`src/rtl/addr_filter_pkg.sv`:
```
package addr_filter_pkg;
   localparam int CLS_W       = 5;
   localparam int CLS_UNICAST = 4;
   localparam int CLS_BCAST   = 3;
   localparam int CLS_MCAST   = 2;

   typedef enum logic [1:0] {
      KIND_UNICAST = 2'd0,
      KIND_MCAST   = 2'd1,
      KIND_BCAST   = 2'd2
   } addr_kind_e;

   typedef struct packed {
      logic             keep;
      logic [CLS_W-1:0] cls;
   } verdict_t;

   function automatic logic [CLS_W-1:0] kind_to_cls(addr_kind_e k);
      logic [CLS_W-1:0] c;
      c = '0;
      case (k)
         KIND_UNICAST: c[CLS_UNICAST] = 1'b1;
         KIND_MCAST:   c[CLS_MCAST]   = 1'b1;
         KIND_BCAST:   c[CLS_BCAST]   = 1'b1;
         default:      c = '0;
      endcase
      return c;
   endfunction
endpackage

```
`src/rtl/addr_match_bank.sv`:
```
module addr_match_bank #(
   parameter int ADDR_W    = 48,
   parameter int NUM_EXTRA = 4
) (
   input  logic [ADDR_W-1:0]                     dest,
   input  logic [ADDR_W-1:0]                     primary,
   input  logic [(NUM_EXTRA>0?NUM_EXTRA:1)*ADDR_W-1:0] extra,
   output logic                                  hit
);
   localparam int SLOTS = (NUM_EXTRA > 0) ? NUM_EXTRA : 1;

   logic primary_hit;
   logic [SLOTS-1:0] slot_hit;

   assign primary_hit = (dest == primary);

   generate
      if (NUM_EXTRA > 0) begin : g_extra
         for (genvar i = 0; i < NUM_EXTRA; i++) begin : g_slot
            assign slot_hit[i] = (dest == extra[i*ADDR_W +: ADDR_W]);
         end
      end else begin : g_none
         assign slot_hit = '0;
      end
   endgenerate

   assign hit = primary_hit | (|slot_hit);
endmodule

```
`src/rtl/hash_index_gen.sv`:
```
module hash_index_gen #(
   parameter int ADDR_W = 48,
   localparam int IDX_W = ADDR_W / 8
) (
   input  logic [ADDR_W-1:0] dest,
   output logic [IDX_W-1:0]  idx
);
   generate
      for (genvar k = 0; k < IDX_W; k++) begin : g_fold
         assign idx[k] = ^dest[8*k +: 8];
      end
   endgenerate
endmodule

```
`src/rtl/mcast_hash_table.sv`:
```
module mcast_hash_table #(
   parameter int IDX_W = 6,
   localparam int DEPTH = 1 << IDX_W
) (
   input  logic             clk,
   input  logic             rst_n,
   input  logic             we,
   input  logic [IDX_W-1:0] waddr,
   input  logic             wdata,
   input  logic [IDX_W-1:0] raddr,
   output logic             rdata
);
   logic [DEPTH-1:0] bits_q;

   always_ff @(posedge clk or negedge rst_n) begin
      if (!rst_n) begin
         bits_q <= '0;
      end else if (we) begin
         bits_q[waddr] <= wdata;
      end
   end

   assign rdata = bits_q[raddr];
endmodule

```
`src/rtl/dest_addr_filter.sv`:
```
module dest_addr_filter
   import addr_filter_pkg::*;
#(
   parameter int ADDR_W    = 48,
   parameter int NUM_EXTRA = 4,
   localparam int IDX_W    = ADDR_W / 8,
   localparam int MC_BIT   = ADDR_W - 8,
   localparam int EXTRA_W  = (NUM_EXTRA > 0 ? NUM_EXTRA : 1) * ADDR_W
) (
   input  logic               clk,
   input  logic               rst_n,
   input  logic               addr_valid,
   input  logic [ADDR_W-1:0]  dest_addr,
   input  logic               frame_end,
   input  logic               promisc_en,
   input  logic [ADDR_W-1:0]  station_addr,
   input  logic [EXTRA_W-1:0] extra_addr,
   input  logic               hash_we,
   input  logic [IDX_W-1:0]   hash_waddr,
   input  logic               hash_wdata,
   output logic               frame_sop,
   output logic               accept,
   output logic [CLS_W-1:0]   frame_class
);
   generate
      if (ADDR_W % 8 != 0 || ADDR_W < 16) begin : g_bad_width
         $error("ADDR_W must be a multiple of 8 and at least 16");
      end
      if (NUM_EXTRA < 0 || NUM_EXTRA > 16) begin : g_bad_extra
         $error("NUM_EXTRA must lie in 0..16");
      end
   endgenerate

   logic             uc_hit;
   logic [IDX_W-1:0] hidx;
   logic             hbit;
   addr_kind_e       kind;
   verdict_t         dec, held_q;
   logic             sop_q;

   addr_match_bank #(.ADDR_W(ADDR_W), .NUM_EXTRA(NUM_EXTRA)) u_match (
      .dest(dest_addr), .primary(station_addr), .extra(extra_addr), .hit(uc_hit)
   );

   hash_index_gen #(.ADDR_W(ADDR_W)) u_hidx (
      .dest(dest_addr), .idx(hidx)
   );

   mcast_hash_table #(.IDX_W(IDX_W)) u_table (
      .clk(clk), .rst_n(rst_n), .we(hash_we), .waddr(hash_waddr),
      .wdata(hash_wdata), .raddr(hidx), .rdata(hbit)
   );

   always_comb begin
      if (&dest_addr)              kind = KIND_BCAST;
      else if (dest_addr[MC_BIT])  kind = KIND_MCAST;
      else                         kind = KIND_UNICAST;

      dec.cls = kind_to_cls(kind);
      case (kind)
         KIND_BCAST:   dec.keep = 1'b1;
         KIND_MCAST:   dec.keep = promisc_en | hbit;
         default:      dec.keep = promisc_en | uc_hit;
      endcase
   end

   always_ff @(posedge clk or negedge rst_n) begin
      if (!rst_n) begin
         sop_q  <= 1'b0;
         held_q <= '0;
      end else if (addr_valid) begin
         sop_q  <= 1'b1;
         held_q <= dec;
      end else begin
         sop_q <= 1'b0;
         if (frame_end) held_q <= '0;
      end
   end

   assign frame_sop   = sop_q;
   assign accept      = held_q.keep;
   assign frame_class = held_q.cls;
endmodule

```
`config.mk`:
```
export PLATFORM = sky130hd
export DESIGN_NAME = dest_addr_filter
export DESIGN_NICKNAME = d
export VERILOG_FILES = /design/src/rtl/addr_filter_pkg.sv /design/src/rtl/addr_match_bank.sv /design/src/rtl/hash_index_gen.sv /design/src/rtl/mcast_hash_table.sv /design/src/rtl/dest_addr_filter.sv
export SDC_FILE = /design/constraint.sdc
export NUM_CORES = 1
export LEC_CHECK = 0
export BUFFER_PORTS_ARGS = -buffer_cell sky130_fd_sc_hd__buf_2
export CAP_MARGIN = 10
export CELL_PAD_IN_SITES_DETAIL_PLACEMENT = 1
export CELL_PAD_IN_SITES_GLOBAL_PLACEMENT = 1
export CORE_MARGIN = 2
export CORE_UTILIZATION = 39
export CTS_BUF_LIST = sky130_fd_sc_hd__clkbuf_4
export CTS_CLUSTER_DIAMETER = 150
export DETAILED_ROUTE_END_ITERATION = 16
export GPL_ROUTABILITY_DRIVEN = 0
export PLACE_DENSITY_LB_ADDON = 0.1
export SYNTH_ARGS = -nofsm -noshare
export SYNTH_HDL_FRONTEND = slang
export SYNTH_SLANG_ARGS = --single-unit
```
`constraint.sdc`:
```
create_clock -name clk -period 4.5 [get_ports clk]
set_input_delay 0.45 -clock clk [delete_from_list [all_inputs] [get_ports clk]]
set_output_delay 0.45 -clock clk [all_outputs]
set_load 0.1 [all_outputs]
```
Yosys cells after proc, flatten, opt, wreduce, memory -nomap -nowiden:

Cells that the tools add are included.

* register bits after elaboration: 71
* output and inout bits: 7
* logic and storage cells: 42

* $lt $le $gt $ge: 3
* equal/unequal tests: 7
* muxes and demuxes: 14
* bitwise gates (word level): 3
* reductions and logical operators: 11

Operator list (count)
* 48-bit equality test: 5
* 64-bit bitwise mux: 1
* 48-bit AND reduction: 1
* 8-bit parity: 6
* 6-bit by 7-bit < comparator with 1-bit output, second input constant: 2
* 6-bit 2-to-1 mux: 2
* 1-bit 2-to-1 mux: 7
* 1-bit binary-select mux with 6-bit select: 1
* 1-bit demux with 6-bit select: 1
* 6-bit by 1-bit greater-or-equal comparator with 1-bit output, second input constant: 1
* 4-bit OR reduction: 1
* 1-bit OR: 3
* 2-bit by 1-bit equality test with 1-bit output, second input constant: 1
* 2-bit equality test, second input constant: 1
* 2-bit logical NOT: 1
* 2-bit 2-to-1 mux: 1
* 1-bit one-hot mux with 2 select lines: 1
* 2-bit nonzero test: 1
* 1-bit logical AND: 1

Depth between registers and ports, before layout:

Gate-level depths: netlist of the first run.

* depth after elaboration: 6
* gate-level depth with buffers: 10
* depth with buffers taken out: 9

Modules after synthesis:

From an unflattened synthesis of the first run, not the netlist that was laid out.

* cell total of the unflattened synthesis: 724
* area, all modules: 7043.0 um^2

By module, submodules not included
* mcast_hash_table: times used 1, cells each 275, area an instance 3379.5 um^2
* addr_match_bank: times used 1, cells each 369, area an instance 2980.4 um^2
* hash_index_gen: times used 1, cells each 42, area an instance 367.9 um^2
* dest_addr_filter: times used 1, cells each 38, area an instance 315.3 um^2

Least setup slack after synthesis of the first run:

No wires, ideal clock.

* kind: input to register
* start: input dest_addr[38]
* end: register held_q (netlist bit accept)
* arrival: 2571 ps
* data required time: 4365 ps
* setup slack: 1794 ps
* cell stages on the path: 10
* buffers on the path: 1
* path through: ha_1 -> xor2_1 -> xnor2_2 -> buf_6 -> mux4_1 -> mux2i_1 -> mux2i_1 -> mux2i_1 -> mux2_2 -> o211ai_2

* cells in the longest elaborated chain, start to end: 6
* elaborated cells on any way between the ends: 18
* those cells by class: 7 x eq/ne; 5 x mux; 3 x bitwise; 3 x reduce/logical

Ends and longest elaborated chain
* start, declared: RTL line dest_addr_filter.sv:13 `input logic [ADDR_W-1:0] dest_addr,`
* 8-bit parity or 48-bit equality test (tied branches): RTL line hash_index_gen.sv:10, addr_match_bank.sv:20
* 1-bit binary-select mux with 6-bit select or 4-bit OR reduction (tied branches): RTL line mcast_hash_table.sv:23, addr_match_bank.sv:27
* 1-bit 2-to-1 mux (implied by the code) or 1-bit OR (tied branches): RTL line mcast_hash_table.sv:23, addr_match_bank.sv:27
* 1-bit OR (on tied branches): RTL line dest_addr_filter.sv:62, dest_addr_filter.sv:63
* 1-bit one-hot mux with 2 select lines *: RTL line dest_addr_filter.sv:60 `case (kind)`
* 6-bit 2-to-1 mux *: RTL line dest_addr_filter.sv:71 `end else if (addr_valid) begin`
* end signal, assigned: RTL line dest_addr_filter.sv:70 `held_q <= '0;`
* end signal, assigned: RTL line dest_addr_filter.sv:73 `held_q <= dec;`
* end signal, assigned: RTL line dest_addr_filter.sv:76 `if (frame_end) held_q <= '0;`
* end, declared: RTL line dest_addr_filter.sv:38 `verdict_t dec, held_q;`

Mark *: on every way between the ends. The rest lies on a longest branch, timed or not. The select of a mux whose other input is x is not followed.
A chain may end at the register's enable or synchronous reset.

Final worst setup path of the first run:

* start: input dest_addr[39]
* end: register held_q (netlist bit accept)

The elaborated chain is that of the path after synthesis.

==> summary.md, run 1 <==
| Metric | Value |
|---|---|
| Outcome | `completed` |
| F_max | `335 MHz` |
| #FFs+latches synth | `69` |
| Synth area leader | `dfrtp_1` |
| CTS root buf | `clkbuf_4` |
| Layout Skew | `0.0158 ns` |
| Synth Area per Inst | `9.78 sq um` |
| Largest net degree at the start of global routing | `65` |
| Seq/Total Area, Yosys | `24.7%` |
| Worst Hold Class | `in -> reg` |
| Cells after Synth | `713` |
| Critical path class | `in -> reg` |
| Rel. slew slack | `33.9%` |
| Number of global-route vias before repair | `6908` |
| Ys flop type | `dfrtp_1` |
| Worst Path Required | `4.83 ns` |
| Measured slew at the worst slew-check pin | `0.991 ns` |
| Synth top area share | `24.7%` |
| Mapped Area | `6980 sq um` |
| Synth area leaders | `dfrtp_1, xor2_1, mux2_1` |
| Die ar. | `19000 sq um` |
| DRC viols | `0` |
| Unique cell type count in the Yosys netlist | `38` |
| Boundary Pins | `308` |
| Hpwl dp | `26100 um` |
| CTS Buf Count | `9` |
| Avg WL per Cell | `26.1 um` |
| Buffer count from post-CTS setup fixing | `0` |
| Fin crit period | `2.98 ns` |
| PD cells | `243 nW/um^2` |
| Post-route antenna net violation count | `0` |
| 1st-iter DRT viols | `275` |
| Total power | `2.11 mW` |
| Via density | `5.46` |
| Overflow left after global routing | `0` |
| Worst EP arrival | `3.31 ns` |
| WHS | `0.191 ns` |
| Setup_tns | `0 ns` |
| Hold Vio Cnt, Final | `0` |
| Synth-to-layout area growth | `24.8%` |
| Initial antenna violation count | `8` |
| Die width | `138 um` |
| Global-route wire length before repair | `44300 um` |
| Critical Path Source Type | `input pin` |
| FFs w/ async S/R, synth | `100%` |
| Most frequent cells after synthesis | `xor2_1, dfrtp_1, mux2_1` |
| Clk buf depth | `2` |
| Slew Limit Fails | `0` |
| Fill cell count | `2106` |
| Maximum VDD drop | `0.203 mV` |
| Clk_lat worst skew | `0.44 ns` |
| Vias | `6569` |
| Max-cap violations | `0` |
| Synth Warn # | `0` |
| GRT Overall Usage | `32.9%` |
| CP Capture Type | `flip-flop` |
| CTS tree | `done` |
| Die Y | `138 um` |
| Routed WL | `31400 um` |
| Max H-tree Level | `3` |
| RSZ-0062 raised after global routing | `false` |
| # setup viols final | `0` |
| Most frequent cell after synthesis | `xor2_1` |
| Period Utilization, post-route | `66.3%` |
| Initial core utilization | `40.1%` |
| Row count | `48` |
| Clock Sinks | `69` |
| Share of layout cells above drive strength 1 | `34.1%` |
| Leakage | `4.23 nW` |
| DRT Pass-1 Iters | `4` |
| PortBufs | `305` |
| Worst-path clk slew | `0.13 ns` |
| Number of synthesized flops with an enable pin | `0` |
| Core area | `17400 sq um` |
| Peak fanout along the critical path | `9` |
| Nets@finish | `1294` |
## registers in the layout, indices dropped and copies added, names as in the netlist
name            flops
accept              1
frame_class         3
frame_sop           1
u_table.bits_q     64
## metal layers
| metal | GRT usage, % | vias up | wire [um] |
|---|---|---|---|
| met1 | 37.5 | 3200 | 11700 |
| met3 | 5.63 | 90 | 2130 |
| met4 | 16.2 | 6 | 1560 |
| met2 | 59.1 | 289 | 16000 |
| met5 | 0 | - | 46 |
| li1 | - | 2984 | - |
## placed cells by master, fill, tap and decap left out, types with 3 or more instances in the layout
cell and count:
buf_2 305, clkbuf_4 10, dfrtp_1 69, diode_2 5, ha_1 24, mux2_1 64
mux2i_1 14, mux4_1 15, nand2_1 38, nand2b_1 3, nand3_1 7, nand4_1 31
nor2_1 40, nor2b_1 3, nor3_1 10, nor4_1 53, xnor2_1 56, xnor2_2 4
xor2_1 196
## critical path, stage by stage
cell	delay, ns
buf_2	0.27
ha_1	0.30
xor2_1	0.19
xnor2_2	0.60
buf_4	0.30
mux4_1	0.58
mux2i_1	0.15
mux2i_1	0.09
mux2i_1	0.14
mux2_2	0.18
o211ai_2	0.07
## kinds of logic after synthesis
group	count (synthesis)	share of synthesized area, %
buf+inv	64	3.73
flops	69	24.7
fa+ha+maj	24	4.30
other cells	1	0.0538
mux	95	18.5
simple gates	196	14.7
xor+xnor	258	33.4
compound gates	6	0.681
## final cells by class
type	count	area (sq um)	area share, %
Multi-Input combinational cell	581	4990	57.4
Sequential cell	69	1730	19.8
Timing Repair Buffer	308	1550	17.8
Tap cell	225	282	3.23
Clock buffer	10	75.1	0.862
Clock inverter	6	63.8	0.733
Antenna cell	5	12.5	0.144
## timing repair
| item | 4_1_cts | 5_1_grt |
|---|---|---|
| resized for setup | 0 | 0 |
| hold buffers | 1 | 0 |
| endpoints found under the hold margin | 8 | 0 |
## metrics by stage
step / utilization (%) / std cells / setup slack, ns / cell area [sq um]
floorplan: - / 714 / 1.79 / 6980
global placement: 49.1 / 1182 / 1.15 / 8540
detailed placement: 49.1 / 1182 / 1.08 / 8540
CTS: 49.9 / 1199 / 1.54 / 8690
global route: 50.0 / 1204 / 1.45 / 8700
finish: 50.0 / 1204 / 1.52 / 8700
## final timing paths
check / start / cells past startpoint / slack [ns] / end
worst max-delay path: dest_addr[39] / 11 / 1.52 / accept$_DFFE_PN0P_
worst min-delay path: addr_valid / 1 / 0.19 / frame_sop$_DFF_PN0_
worst max register to register: u_table.bits_q[21]$_DFFE_PN0P_ / 6 / 2.75 / accept$_DFFE_PN0P_
worst min register to register: u_table.bits_q[10]$_DFFE_PN0P_ / 1 / 0.50 / u_table.bits_q[10]$_DFFE_PN0P_
max in group asynchronous: rst_n / 3 / 2.90 / u_table.bits_q[24]$_DFFE_PN0P_
min in group asynchronous: rst_n / 2 / 0.54 / u_table.bits_q[63]$_DFFE_PN0P_
## where the power goes
| part | internal (mW) | switching (mW) |
|---|---|---|
| registers | 0.699 | 0.0531 |
| logic | 0.451 | 0.494 |
| clock network | 0.174 | 0.242 |
| total | 1.32 | 0.789 |
No activity file was read; power rests on OpenSTA's default activity.
==> run 2: changes to the inputs <==
--- a/config.mk
+++ b/config.mk
@@ -5,12 +5,13 @@
 export SDC_FILE = /design/constraint.sdc
 export NUM_CORES = 1
 export LEC_CHECK = 0
+export ABC_AREA = 1
 export BUFFER_PORTS_ARGS = -buffer_cell sky130_fd_sc_hd__buf_2
 export CAP_MARGIN = 10
 export CELL_PAD_IN_SITES_DETAIL_PLACEMENT = 1
 export CELL_PAD_IN_SITES_GLOBAL_PLACEMENT = 1
 export CORE_MARGIN = 2
-export CORE_UTILIZATION = 39
+export CORE_UTILIZATION = 31
 export CTS_BUF_LIST = sky130_fd_sc_hd__clkbuf_4
 export CTS_CLUSTER_DIAMETER = 150
 export DETAILED_ROUTE_END_ITERATION = 16
==> constraint.sdc (replaced) <==
create_clock -name clk -period 2.4 [get_ports clk]
set_input_delay 0.24 -clock clk [delete_from_list [all_inputs] [get_ports clk]]
set_output_delay 0.24 -clock clk [all_outputs]
set_load 0.1 [all_outputs]
==> run 2 against run 1 <==
Effect of this change: total power grew 120%; sequential power grew 98%; clock-buffer cell count is the same; non-clock buffer count grew 39; largest cell class unchanged.
==> summary.md, run 2 <==
| Metric | Value |
|---|---|
| Worst EP arrival | `2.37 ns (-0.94 ns)` |
| Die width | `160 um (+16%)` |
| Worst Path Required | `2.78 ns (-2.05 ns)` |
| Most frequent cells after synthesis | `nand2_1, xnor2_1, inv_1` |
| Post-route antenna net violation count | `0 (unchanged)` |
| Hold Vio Cnt, Final | `0 (unchanged)` |
| DRC viols | `0 (unchanged)` |
| Overflow left after global routing | `0 (unchanged)` |
| Area occupied by multi-input gates | `5070 sq um (+1.6%)` |
| Worst path bufs/invs | `2 (unchanged)` |
| Measured slew at the worst slew-check pin | `0.721 ns (-0.270 ns)` |
| Die ar. | `25700 sq um (+35%)` |
| Ys flop type | `dfrtp_1` |
| Boundary Pins | `308 (unchanged)` |
| Cells after Synth | `1096 (+54%)` |
| CP max-delay cell | `xnor2_2` |
| Placed insts | `1700 (+44%)` |
| PortBufs | `305 (unchanged)` |
| Peak fanout along the critical path | `9 (unchanged)` |
| Fill cell count | `3221 (+53%)` |
| Buffer count from post-CTS setup fixing | `0 (unchanged)` |
| Register area | `1730 sq um (unchanged)` |
| Clock Sinks | `69 (unchanged)` |
| Final instance area | `9680 sq um (+11%)` |
| Crit-path cells | `buf_2 > ha_1 > xnor2_1 > xnor2_2 > inv_2 > nand3_1 > nand3_1 > nand3_1 > nand3_1 > nand2_1 > nand2_1 > nand2_1 > nand2_1 > nand2_1` |
| Unique cell type count in the Yosys netlist | `29 (-24%)` |
| CP Capture Type | `flip-flop` |
| Rel. slew slack | `51.7% (+18 points)` |
| GRT Overall Usage | `25.3% (-7.5 points)` |
| Placed cell areas | `9480 sq um (+11%)` |
| Top Family by Delay on Critical Path | `XOR/XNOR gates` |
| Hpwl dp | `27200 um (+3.9%)` |
| Initial antenna violation count | `10 (+2)` |
| Share of layout cells above drive strength 1 | `29.4% (-4.7 points)` |
| Largest register FFs | `64 (unchanged)` |
| Mapped Area | `7560 sq um (+8.4%)` |
| Via density | `4.84 (-11%)` |
| Most frequent cells in the layout | `buf_2, nand2_1, xnor2_1, inv_1, nand3_1` |
| Nets@finish | `1714 (+32%)` |
| CTS Buf Count | `9 (unchanged)` |
| CTS tree | `done` |
| WHS | `0.0900 ns (-0.101 ns)` |
| Hold Path Depth | `4 (+3)` |
| Layout Skew | `0.00776 ns (-0.00809 ns)` |
| Max-cap violations | `0 (unchanged)` |
| Most frequent cell after synthesis | `nand2_1` |
| Clk buf depth | `2 (unchanged)` |
| Clk_lat worst skew | `0.43 ns (about the same)` |
| Synth Warn # | `0 (unchanged)` |
| Row count | `57 (+19%)` |
| Critical Path Source Type | `input pin` |
| PD cells | `479 nW/um^2 (+97%)` |
| Fin crit period | `1.99 ns` |
| #FFs+latches synth | `69 (unchanged)` |
| Outcome | `completed` |
| Fin worst setup slack | `0.413 ns (-1.10 ns)` |
| DRT Pass-1 Iters | `5 (+1)` |
| Routed WL | `32500 um (+3.4%)` |
| Worst-path clk slew | `0.13 ns (about the same)` |
| Crit. path cell count | `14 (+3)` |
| Total power | `4.64 mW (+120%)` |
| Seq/Total Area, Yosys | `22.8% (-1.9 points)` |
| Core area | `24100 sq um (+38%)` |
| Most common cell after layout, fill and taps aside | `buf_2` |
| CTS root buf | `clkbuf_4` |
| Leakage | `4.70 nW (+11%)` |
| Period Utilization, post-route | `82.8%` |
| Post-Layout Cell Count | `1725 (+43%)` |
| Synth-to-layout area growth | `28.0%` |
| Cell mode on critical path | `nand2_1` |
| Synth area leader | `dfrtp_1` |
| Worst-case reg-to-reg path depth | `12 (+6)` |
| Synth top area share | `22.8% (-1.9 points)` |
| Synth area leaders | `dfrtp_1, xnor2_1, xor2_1` |
| Setup WS pre-CTS | `-0.0103 ns (-1.09 ns)` |
| Synth Area per Inst | `6.90 sq um (-29%)` |
| # setup viols final | `0 (unchanged)` |
| Slew Limit Fails | `0 (unchanged)` |
| Avg WL per Cell | `18.9 um (-28%)` |
| Maximum VDD drop | `0.316 mV (+56%)` |
| Largest register by flop count | `u_table.bits_q` |
| Initial core utilization | `31.4% (-8.7 points)` |
| Critical path class | `in -> reg` |
| Max H-tree Level | `3 (unchanged)` |
| Number of synthesized flops with an enable pin | `0 (unchanged)` |
| Number of global-route vias before repair | `8519 (+23%)` |
| RSZ-0062 raised after global routing | `false` |
| FFs w/ async S/R, synth | `100% (unchanged)` |
| Final Core Density | `40.2% (-9.8 points)` |
| 1st-iter DRT viols | `356 (+29%)` |
| F_max | `503 MHz` |
| Global-route wire length before repair | `50400 um (+14%)` |
| Vias | `8343 (+27%)` |
| Setup_tns | `0 ns (unchanged)` |
| Die Y | `160 um (+16%)` |
| CP max stage delay | `0.58 ns (-0.02 ns)` |
| Largest net degree at the start of global routing | `70 (+7.7%)` |
| Worst Hold Class | `in -> reg` |
## run 2: worst paths after layout
kind	to	startpoint	slack (ns)
max in group asynchronous	u_table.bits_q[56]$_DFFE_PN0P_	rst_n	1.73
min	accept$_DFFE_PN0P_	frame_end	0.09
max	accept$_DFFE_PN0P_	dest_addr[18]	0.41
min in group asynchronous	u_table.bits_q[58]$_DFFE_PN0P_	rst_n	0.35
min reg2reg	frame_class[3]$_DFFE_PN0P_	frame_class[3]$_DFFE_PN0P_	0.50
max reg2reg	accept$_DFFE_PN0P_	u_table.bits_q[17]$_DFFE_PN0P_	1.01
## run 2: cell type report
cell class                      count  share of cell area [%]
Timing Repair Buffer              347                    19.3
Antenna cell                        7                   0.181
Tap cell                          324                    4.19
Clock inverter                      6                   0.982
Multi-Input combinational cell    851                    52.4
Sequential cell                    69                    17.8
Clock buffer                       10                   0.775
Inverter                          111                    4.30
## run 2: repair_timing
action                                 in CTS  in global routing
resized for setup                           0                  0
hold buffers                                2                  0
endpoints found under the hold margin      70                  0
## run 2: worst min-delay path, stage by stage
cell and delay, ns:
buf_2 0.08, nor2_1 0.07, nand2_1 0.07, nand2_1 0.05
## run 2: kinds of logic (layout without fill, tap and decap cells)
family,Yosys count,in the layout,synth area share (%)
fa+ha+maj,24,24,3.97
buf+inv,177,474,10.1
other cells,1,9,0.0496
simple gates,491,491,29.6
xor+xnor,206,206,23.9
compound gates,128,128,9.51
flops,69,69,22.8
## run 2: per-layer routing
metal  share of wire, %  up-vias  track usage, %  wire (um)
met5               0.12        -               0         40
met4                1.4        6            5.49        466
met3                4.0       28            3.53       1300
met2                 50      188            44.0      16200
met1                 45     3973            33.4      14500
li1                   -     4148               -          -
## run 2: power breakdown
group | switching (mW) | internal [mW] | leakage (nW)
Clock | 0.480 | 0.443 | 0.0912
Combinational | 1.31 | 0.913 | 3.76
Sequential | 0.113 | 1.38 | 0.846
Total | 1.91 | 2.73 | 4.70
